**src/rtl/pin_port_pkg.sv**
```systemverilog
package pin_port_pkg;

  localparam int ADDR_W = 3;

  typedef enum logic [ADDR_W-1:0] {
    SEL_LEVEL = 3'd0,
    SEL_DRIVE = 3'd1,
    SEL_DIR   = 3'd2,
    SEL_ALT   = 3'd3,
    SEL_POL   = 3'd4,
    SEL_ENA   = 3'd5,
    SEL_PEND  = 3'd6
  } reg_sel_e;

  // Transition of interest for one pin: pol=0 rising, pol=1 falling.
  function automatic logic edge_seen(input logic now_lvl, input logic was_lvl,
                                     input logic pol);
    if (pol) return was_lvl & ~now_lvl;
    return now_lvl & ~was_lvl;
  endfunction

  // Next flag value: hardware hit always wins over a software load.
  function automatic logic pend_next(input logic cur, input logic hit,
                                     input logic load, input logic load_bit);
    if (load) return load_bit | hit;
    return cur | hit;
  endfunction

endpackage

```
**src/rtl/pin_sync.sv**
```systemverilog
module pin_sync #(
  parameter int WIDTH  = 8,
  parameter int STAGES = 2
) (
  input  logic             clk,
  input  logic             rst_n,
  input  logic [WIDTH-1:0] raw,
  output logic [WIDTH-1:0] synced
);
  logic [WIDTH-1:0] chain [STAGES];

  always_ff @(posedge clk or negedge rst_n) begin
    if (!rst_n) begin
      for (int i = 0; i < STAGES; i++) chain[i] <= '0;
    end else begin
      chain[0] <= raw;
      for (int i = 1; i < STAGES; i++) chain[i] <= chain[i-1];
    end
  end

  assign synced = chain[STAGES-1];
endmodule

```
**src/rtl/pin_edge.sv**
```systemverilog
module pin_edge
  import pin_port_pkg::*;
#(
  parameter int WIDTH = 8
) (
  input  logic             clk,
  input  logic             rst_n,
  input  logic [WIDTH-1:0] level,
  input  logic [WIDTH-1:0] pol,
  output logic [WIDTH-1:0] hit
);
  logic [WIDTH-1:0] was_q;

  always_ff @(posedge clk or negedge rst_n) begin
    if (!rst_n) was_q <= '0;
    else        was_q <= level;
  end

  for (genvar b = 0; b < WIDTH; b++) begin : g_bit
    assign hit[b] = edge_seen(level[b], was_q[b], pol[b]);
  end
endmodule

```
**src/rtl/pin_route.sv**
```systemverilog
module pin_route #(
  parameter int WIDTH = 8
) (
  input  logic [WIDTH-1:0] use_alt,
  input  logic [WIDTH-1:0] drive_val,
  input  logic [WIDTH-1:0] drive_en,
  input  logic [WIDTH-1:0] alt_val,
  input  logic [WIDTH-1:0] alt_en,
  output logic [WIDTH-1:0] pad_val,
  output logic [WIDTH-1:0] pad_en
);
  for (genvar b = 0; b < WIDTH; b++) begin : g_pin
    assign pad_val[b] = use_alt[b] ? alt_val[b] : drive_val[b];
    assign pad_en[b]  = use_alt[b] ? alt_en[b]  : drive_en[b];
  end
endmodule

```
**src/rtl/pin_port.sv**
```systemverilog
module pin_port
  import pin_port_pkg::*;
#(
  parameter int WIDTH       = 8,
  parameter int SYNC_STAGES = 2
) (
  input  logic              clk,
  input  logic              rst_n,
  input  logic              bus_we,
  input  logic [ADDR_W-1:0] bus_addr,
  input  logic [WIDTH-1:0]  bus_wdata,
  output logic [WIDTH-1:0]  bus_rdata,
  input  logic [WIDTH-1:0]  pad_in,
  output logic [WIDTH-1:0]  pad_out,
  output logic [WIDTH-1:0]  pad_oe,
  input  logic [WIDTH-1:0]  alt_out,
  input  logic [WIDTH-1:0]  alt_oe,
  output logic [WIDTH-1:0]  alt_in,
  output logic              irq
);
  logic [WIDTH-1:0] drive_q, dir_q, alt_q, pol_q, ena_q, pend_q;
  logic [WIDTH-1:0] level, hit, pend_d;
  logic             pend_wr;

  pin_sync #(.WIDTH(WIDTH), .STAGES(SYNC_STAGES)) u_sync (
    .clk(clk), .rst_n(rst_n), .raw(pad_in), .synced(level));

  pin_edge #(.WIDTH(WIDTH)) u_edge (
    .clk(clk), .rst_n(rst_n), .level(level), .pol(pol_q), .hit(hit));

  pin_route #(.WIDTH(WIDTH)) u_route (
    .use_alt(alt_q), .drive_val(drive_q), .drive_en(dir_q),
    .alt_val(alt_out), .alt_en(alt_oe), .pad_val(pad_out), .pad_en(pad_oe));

  assign alt_in  = level;
  assign pend_wr = bus_we && (bus_addr == SEL_PEND);

  for (genvar b = 0; b < WIDTH; b++) begin : g_pend
    assign pend_d[b] = pend_next(pend_q[b], hit[b], pend_wr, bus_wdata[b]);
  end

  always_ff @(posedge clk or negedge rst_n) begin
    if (!rst_n) begin
      drive_q <= '0;
      dir_q   <= '0;
      alt_q   <= '0;
      pol_q   <= '0;
      ena_q   <= '0;
      pend_q  <= '0;
    end else begin
      pend_q <= pend_d;
      if (bus_we) begin
        case (reg_sel_e'(bus_addr))
          SEL_DRIVE: drive_q <= bus_wdata;
          SEL_DIR:   dir_q   <= bus_wdata;
          SEL_ALT:   alt_q   <= bus_wdata;
          SEL_POL:   pol_q   <= bus_wdata;
          SEL_ENA:   ena_q   <= bus_wdata;
          default:   ;
        endcase
      end
    end
  end

  always_comb begin
    case (reg_sel_e'(bus_addr))
      SEL_LEVEL: bus_rdata = level;
      SEL_DRIVE: bus_rdata = drive_q;
      SEL_DIR:   bus_rdata = dir_q;
      SEL_ALT:   bus_rdata = alt_q;
      SEL_POL:   bus_rdata = pol_q;
      SEL_ENA:   bus_rdata = ena_q;
      SEL_PEND:  bus_rdata = pend_q;
      default:   bus_rdata = '0;
    endcase
  end

  assign irq = |(pend_q & ena_q);
endmodule

```
**config.mk**
```make
export PLATFORM = sky130hd
export DESIGN_NAME = pin_port
export DESIGN_NICKNAME = d
export VERILOG_FILES = /design/src/rtl/pin_port_pkg.sv /design/src/rtl/pin_sync.sv /design/src/rtl/pin_edge.sv /design/src/rtl/pin_route.sv /design/src/rtl/pin_port.sv
export SDC_FILE = /design/constraint.sdc
export NUM_CORES = 1
export LEC_CHECK = 0
export BUFFER_PORTS_ARGS = -buffer_cell sky130_fd_sc_hd__buf_4
export CELL_PAD_IN_SITES_DETAIL_PLACEMENT = 1
export CELL_PAD_IN_SITES_GLOBAL_PLACEMENT = 1
export CORE_UTILIZATION = 39
export DETAILED_ROUTE_END_ITERATION = 8
export PLACE_DENSITY_LB_ADDON = 0.2
export SLEW_MARGIN = 5
export SYNTH_ARGS = -nofsm -noshare
export SYNTH_HDL_FRONTEND = slang
export SYNTH_SLANG_ARGS = --single-unit
```
**constraint.sdc**
```tcl
create_clock -name clk -period 1.1 [get_ports clk]
set_input_delay 0.055 -clock clk [delete_from_list [all_inputs] [get_ports clk]]
set_output_delay 0.055 -clock clk [all_outputs]
set_load 0.01 [all_outputs]
```
Word-level counts from Yosys, hierarchy flattened
Index checks and enable logic that the tools add are counted.

word-level totals
  RAM bits = 0
  input port bits = 38
  bits in latches = 0
  memories kept = 0
  register bits = 72
  word-level logic and storage cells = 130
  memory bits (read-only) = 0

operators by class
  $mul = 0
  shifts and indexed selects = 0
  add/subtract/negate cells = 0
  div/mod/pow operators = 0
  bitwise logic cells = 49
  reductions and logical operators = 8
  eq/ne operators = 6
  multiplexer cells = 58
  $lt $le $gt $ge = 0

operator list
  kind                                                  number
  2-to-1 mux 1 bit                                      57
  one-hot mux 8 bit (7 select lines)                    1
  bitwise AND 1 bit                                     16
  inverter 1 bit                                        16
  OR 1 bit                                              16
  AND reduction 2 bit                                   5
  equality test 3 bit (second input constant)           3
  bitwise AND 8 bit                                     1
  OR reduction 8 bit                                    1
  equality test 3 x 2 -> 1 bit (second input constant)  2
  equality test 3 x 1 -> 1 bit (second input constant)  1
  zero test 3 bit                                       1
  logical AND 1 bit                                     1

Depth between registers and ports, before layout
Gate-level depths: netlist (run 1).

  word-level depth = 7
  gate-level depth with buffers = 5
  depth with buffers taken out = 3

Cells and area by module
A second synthesis (run 1) with hierarchy kept.

second synthesis, totals
  cell total of the unflattened synthesis = 267
  area total of the unflattened synthesis = 3,608.5 µm²

modules (own cells, without submodules)
  module     cells an instance  seq. area each (µm²)  instances  area each (µm²)
  pin_port   195                1,201.2               1          2,538.7
  pin_sync   24                 400.4                 1          460.4
  pin_edge   32                 200.2                 1          376.6
  pin_route  16                 0.0                   1          232.7

Least setup slack after synthesis (run 1)
OpenSTA, ideal clock, no wires.

  kind = reg-to-output
  from = register alt_q[2]
  to = output bus_rdata[2]
  slack = -83 ps
  stages on the path, launching flop included = 3
  arrival time = 1,128 ps
  cell sequence = dfrtp_1 mux4_2 mux2_2

between the ends
  cells in the longest elaborated chain, start to end = 1

ends and longest elaborated chain
  item                                RTL line        source
  from (decl)                         pin_port.sv:21  logic [WIDTH-1:0] drive_q, dir_q, alt_q, pol_q, ena_q, pend_q;
  from (signal assigned)              pin_port.sv:56  SEL_ALT: alt_q <= bus_wdata;
  one-hot mux 8 bit (7 select lines)  pin_port.sv:66  case (reg_sel_e'(bus_addr))
  to (decl)                           pin_port.sv:12  output logic [WIDTH-1:0] bus_rdata,

No other way between the ends.

Final worst setup path (run 1)
  from = register u_sync.chain (netlist bit u_sync.synced[2])
  to = output bus_rdata[2]

between the ends
  cells in the longest elaborated chain, start to end = 1

ends and longest elaborated chain
  item                                RTL line        source
  from (decl)                         pin_sync.sv:10  logic [WIDTH-1:0] chain [STAGES];
  one-hot mux 8 bit (7 select lines)  pin_port.sv:66

No other way between the ends.

==> impl_metrics.py, run 1 <==
metrics = {
    "power_and_ir_drop": {
        "ir_drop_mv": 0.751,
        "leakage_nw": 2.32,
        "power.density_mw_per_mm2": 1580,
        "p_total_w": 0.00797,
    },
    "hold_path": {
        "hold_path_class": "input pin to register",
    },
    "floorplanning": {
        "dieArea_sq_mm": 0.00900,
        "rows": 33,
        "start_util_pct": 40.5,
        "core_area_sq_mm": 0.00830,
        "die_h_um": 94.8,
        "die_width_um": 94.8,
        "ioPinCount": 71,
    },
    "placement": {
        "dp.cells": 464,
        "dp_hpwl_um": 6570,
        "preCtsSetupSlack_ns": -0.239,
        "port_buffers": 70,
        "gp_congestion": 0.821,
    },
    "sta": {
        "hold_viol": 0,
        "setup_viol": 26,
        "whs_ns": 0.0105,
        "fmax_ghz": 0.599,
        "finalCritPeriodShare_pct": 152,
        "clock_skew_ns": 0.0137,
        "setup_slack_ns": -0.568,
        "relSlewSlack_pct": 36.4,
        "drv_slew": 0,
        "rsz0062_at_grt": "true",
        "period_needed_ns": 1.67,
        "worst_pin_slew_ns": 0.952,
    },
    "run_status": {
        "status": "finished, violations left",
        "violations": "setup timing",
    },
    "synth": {
        "synthAdderAreaFrac_pct": 0,
        "syn_area_sq_mm": 0.00336,
        "ys_warn_count": 0,
        "synth_compound_area_share_pct": 7.48,
        "ys_ff_latch": 72,
        "synthMuxAreaShare_pct": 26.9,
        "syn_inst": 249,
        "synth_xor_area_share_pct": 0,
        "synth_top_area_cell": "dfrtp_1",
        "yosysUniqueCellTypes": 35,
        "synth-simple-area-share_pct": 8.00,
        "synth_top_area_share_pct": 53.6,
        "syn_nets": 287,
        "avgSynthCellArea_sq_um": 13.5,
        "synth_top_family_by_area": "multiplexers",
        "seq_area_frac_synth_pct": 53.6,
        "synth.top_cells.by_area": "dfrtp_1 (54%), mux2_2 (22%), mux2i_1 (4.2%)",
    },
    "finish": {
        "antennaDiodeCount": 0,
        "nFillCells": 836,
        "area.growth.synth_to_final_pct": 50.0,
        "final_cell_mix": "buf_4 (95), dfrtp_1 (67), mux2_2 (50)",
        "multi_input_area_sq_mm": 0.00155,
        "drive_above_1_share_pct": 60.2,
        "seqCellArea_sq_mm": 0.00181,
        "final_cells": 502,
        "nets": 431,
        "layout_commonest_cell": "buf_4",
    },
    "setup_path": {
        "critPathMaxStageDelay_ns": 0.46,
        "cp_top_family": "multiplexers",
        "cp-endpoint": "bus_rdata[2]",
        "reg2reg_setup_slack_ns": -0.02,
        "path_buf_inv": 1,
        "end_kind": "output pin",
        "ff2ff_path_depth": 4,
        "path_class": "register to output pin",
        "crit_path_start_kind": "register",
        "critPathMaxFanout": 2,
        "critPathArrivalTime_ns": 1.61,
        "crit_required_ns": 1.04,
        "cp.depth": 3,
        "slowest_stage": "mux4_2",
        "worstSetupStartpoint": "u_sync.synced[2]",
        "crit_chain": "mux4_2, mux2_4, buf_6",
        "timing.rr.end": "alt_q[2]",
        "regToRegStartpoint": "alt_q[2]",
    },
    "drt": {
        "drc": 0,
        "post_drt_wl_per_cell_um": 18.7,
        "drt-initial-drc-count": 48,
        "postRouteAntennaNets": 0,
        "drt_wl_total_um": 9370,
        "vias_per_cell": 5.20,
        "dr.pass1.iters": 4,
        "num_vias": 2612,
    },
    "job": {
        "max-cap-violations": 0,
    },
    "grt": {
        "grt_overflow": 0,
        "grt_use_total_pct": 22.7,
        "antenna_found_initial": 0,
        "grt_pass1_wl_um": 14900,
        "grt_pass1_vias": 2829,
        "grt_max_degree": 25,
    },
    "clock_network": {
        "cts.sinks": 72,
        "cts.htree.levels": 3,
        "numCtsBuffers": 9,
        "cts_root_buf": "clkbuf_8",
        "cts.clk_slew.worst_paths_ns": 0.07,
        "worstSkewPairLatency_ns": 0.35,
        "cts_tree": "yes",
        "cts.path.max_buffers": 2,
    },
}
[cells by family (layout without fill, tap and decap cells)]
| group | after synthesis | in the layout |
|---|---|---|
| and+or+nand+nor | 43 | 43 |
| muxes | 81 | 81 |
| AOI/OAI and AO/OA | 33 | 33 |
| buffers and inverters | 20 | 168 |
| DFF | 72 | 72 |
[worst reg2reg max path, delay by kind of cell (launching register included)]
family                 cells  cell delay [ns]
flip-flops                 1             0.39
multiplexers               1             0.25
buffers and inverters      3             0.37
[cell type report]
type | instances | share of cell area [%]
Sequential cell | 72 | 35.8
Multi-Input combinational cell | 157 | 30.8
Timing Repair Buffer | 151 | 26.8
Clock buffer | 10 | 2.73
Tap cell | 105 | 2.60
Clock inverter | 5 | 1.14
Inverter | 2 | 0.149
[cell usage after synthesis, drive strengths merged]
cell type  instances
inv                2
nand4              1
and3b              1
nand4b             3
nand2b             2
a32oi             10
o22ai              1
or3b               1
nand3              1
nor2b              1
mux4               1
mux2              66
and3               1
buf               17
o21ai              2
o211ai            12
and2               2
clkbuf             1
dfrtp             72
and4b              2
nand2             14
nand3b             1
nor3b              3
a221oi             2
mux2i             14
nor2              10
a21oi              2
a22oi              4
[how the worst min path moves through the flow]
stage,to,slack [ns],from,depth (start not counted)
2_1_floorplan,alt_q[0],-0.24,rst_n,0
3_3_place_gp,u_sync.chain[15],-0.06,rst_n,1
3_5_place_dp,u_sync.chain[15],-0.06,rst_n,1
4_1_cts,dir_q[2],0.005,bus_wdata[2],2
5_1_grt,pol_q[2],0.003,bus_wdata[2],2
6_report,dir_q[2],0.01,bus_wdata[2],2
[flip-flops by register name, indices dropped and copies added, names as in the netlist]
name and cells:
alt_q 8, dir_q 8, ena_q 8, u_edge.was_q 8, pol_q 8, u_sync.chain 8
u_sync.synced 8, drive_q 8, pend_q 8
[per-layer routing]
metal  share of wire [%]  wire [um]  GRT usage [%]
met1                  44       4150           29.1
met2                  51       4760           38.5
met3                 3.5        330           4.51
met4                 1.3        122           6.94
met5                   0          0              0
[where the power goes]
| part | leakage (nW) | internal [W] | switching (W) | total (W) |
|---|---|---|---|---|
| combinational | 1.40 | 0.00157 | 0.000870 | 0.00244 |
| clock | 0.0904 | 0.00109 | 0.00101 | 0.00211 |
| sequential | 0.828 | 0.00305 | 0.000366 | 0.00342 |
| total | 2.32 | 0.00571 | 0.00225 | 0.00797 |
[through the flow]
step | setup TNS (ns) | util (%) | area, sq um
after floorplan | -0.101 | - | 3370
after global placement | -7.35 | 52.7 | 4370
after detailed placement | -9.05 | 52.7 | 4370
after CTS | -7.84 | 59.4 | 4930
after global routing | -9.34 | 60.8 | 5040
final | -8.07 | 60.8 | 5040
[repair_timing]
action / CTS / global route
gates resized for setup: 49 / 20
endpoints found under the hold margin: 111 / 0
cloned: 0 / 0
endpoints found under the setup margin: 27 / 30
pin swaps: 11 / 6
hold buffers: 16 / 0
setup buffers: 4 / 8
Note: power is estimated with default switching activity, not from simulation.
==> run 2, diff against run 1 <==
--- a/config.mk
+++ b/config.mk
@@ -5,7 +5,7 @@
 export SDC_FILE = /design/constraint.sdc
 export NUM_CORES = 1
 export LEC_CHECK = 0
-export BUFFER_PORTS_ARGS = -buffer_cell sky130_fd_sc_hd__buf_4
+export BUFFER_PORTS_ARGS = -buffer_cell sky130_fd_sc_hd__buf_2
 export CELL_PAD_IN_SITES_DETAIL_PLACEMENT = 1
 export CELL_PAD_IN_SITES_GLOBAL_PLACEMENT = 1
 export CORE_UTILIZATION = 39
==> impl_metrics.py, run 2 (synthesis gave the netlist of run 1 again) <==
metrics = {
    "grt": {
        "grt_pass1_vias": 2805,
        "grt_pass1_wl_um": 15000,
        "antenna_found_initial": 0,
        "grt_use_total_pct": 22.9,
        "grt_overflow": 0,
        "grt_max_degree": 73,
    },
    "sta": {
        "hold_viol": 0,
        "finalCritPeriodShare_pct": 150,
        "drv_slew": 0,
        "rsz0062_at_grt": "true",
        "setup_slack_ns": -0.549,
        "relSlewSlack_pct": 74.4,
        "worst_pin_slew_ns": 0.384,
        "fmax_ghz": 0.606,
        "period_needed_ns": 1.65,
        "clock_skew_ns": 0.00532,
        "setup_viol": 26,
    },
    "clock_network": {
        "cts.sinks": 72,
        "worstSkewPairLatency_ns": 0.34,
        "cts.clk_slew.worst_paths_ns": 0.08,
        "numCtsBuffers": 9,
        "cts.path.max_buffers": 2,
        "cts_root_buf": "clkbuf_8",
        "cts_tree": "yes",
        "cts.htree.levels": 3,
    },
    "placement": {
        "dp_hpwl_um": 6510,
        "gp_congestion": 0.830,
        "port_buffers": 70,
        "placedInstanceArea_sq_mm": 0.00420,
        "dp.cells": 466,
    },
    "floorplanning": {
        "start_util_pct": 40.5,
        "core_area_sq_mm": 0.00830,
        "die_width_um": 94.8,
        "dieArea_sq_mm": 0.00900,
        "die_h_um": 94.8,
        "ioPinCount": 71,
        "rows": 33,
    },
    "finish": {
        "final_cells": 497,
        "antennaDiodeCount": 0,
        "drive_above_1_share_pct": 59.4,
        "nFillCells": 872,
        "area.growth.synth_to_final_pct": 42.9,
        "nets": 425,
        "layout_commonest_cell": "dfrtp_1",
        "fin_area_sq_mm": 0.00480,
        "final_cell_mix": "dfrtp_1 (68), buf_4 (56), mux2_2 (50), buf_2 (50), buf_6 (27)",
    },
    "setup_path": {
        "timing.rr.end": "dir_q[0]",
        "critPathArrivalTime_ns": 1.59,
        "crit_required_ns": 1.04,
        "ff2ff_path_depth": 4,
        "regToRegStartpoint": "dir_q[0]",
        "critPathMaxFanout": 2,
        "end_kind": "output pin",
        "path_class": "register to output pin",
        "crit_path_start_kind": "register",
        "reg2reg_setup_slack_ns": -0.03,
    },
    "drt": {
        "met1_length_um": 4040,
        "num_vias": 2599,
        "wl_met2_um": 4780,
        "postRouteAntennaNets": 0,
        "post_drt_wl_per_cell_um": 18.7,
        "vias_per_cell": 5.23,
        "drc": 0,
        "drt_wl_total_um": 9320,
        "wl_met3_um": 352,
        "dr.pass1.iters": 4,
        "highest_layer": "met4",
        "drt-initial-drc-count": 99,
    },
    "hold_path": {
        "min_from": "bus_wdata[7]",
        "hold_path_end": "drive_q[7]",
        "hold_depth": 2,
        "hold_path_class": "input pin to register",
    },
    "run_status": {
        "status": "finished, violations left",
        "violations": "setup timing",
    },
    "power_and_ir_drop": {
        "ir_drop_mv": 1.01,
        "power.density_mw_per_mm2": 1670,
        "leakage_nw": 2.24,
    },
    "job": {
        "max-cap-violations": 0,
    },
}
-- run 2: cell types whose count changed in the layout (fill, tap and decap cells not counted), sizes merged --
cell         previous run  this run
bufinv                  1         2
clkinvlp                3         2
dlygate4sd3            16        10
inv                     2         3
-- run 2: timing repair --
item                                    CTS  global route
pin swaps                                 7             0
endpoints found under the hold margin    81             0
setup buffers                             4            11
hold buffers                             10             0
endpoints found under the setup margin   25            29
resized for setup                        41            15
-- run 2: worst max-delay path by stage --
stage / start / endpoint / slack, ns / cells after the start
5_1_grt: alt_q[2] / bus_rdata[2] / -0.60 / 3
3_5_place_dp: bus_addr[1] / drive_q[6] / -0.21 / 4
6_report: alt_q[2] / bus_rdata[2] / -0.55 / 3
3_3_place_gp: bus_addr[1] / drive_q[5] / -0.19 / 4
2_1_floorplan: alt_q[2] / bus_rdata[2] / -0.08 / 2
4_1_cts: dir_q[2] / bus_rdata[2] / -0.57 / 3
-- run 2: critical path, stage by stage (launching register included) --
cell	delay [ns]
dfrtp_1	0.38
mux4_2	0.46
mux2_4	0.28
buf_6	0.12
-- run 2: final cells by class --
cell class                      instances  area, sq um  share of cell area, %
Clock buffer                           10          128                   2.66
Tap cell                              105          131                   2.73
Timing Repair Buffer                  145         1110                   23.2
Inverter                                2         7.51                  0.156
Clock inverter                          6         92.6                   1.93
Multi-Input combinational cell        157         1520                   31.7
Sequential cell                        72         1810                   37.6
-- run 2: stage by stage --
stage	total power (W)	setup slack (ns)	utilization, %	hold slack (ns)	setup TNS, ns
CTS	0.00803	-0.572	57.0	0.0181	-7.53
finish	0.00804	-0.549	57.9	0.0251	-7.21
global placement	0.00519	-0.190	50.7	0.100	-7.47
floorplan	0.00435	-0.0815	-	-0.241	-0.101
global route	0.00849	-0.600	57.9	0.0143	-8.83
detailed placement	0.00526	-0.214	50.7	0.105	-8.34
-- run 2: power breakdown --
group | internal (W) | switching (W)
Clock | 0.00129 | 0.00105
Combinational | 0.00144 | 0.000854
Sequential | 0.00305 | 0.000358
-- run 2: layer usage --
metal	up-vias	GRT usage [%]
li1	1201	-
met1	1326	28.4
met2	62	39.1
met3	10	5.96
met4	0	6.44
met5	-	0
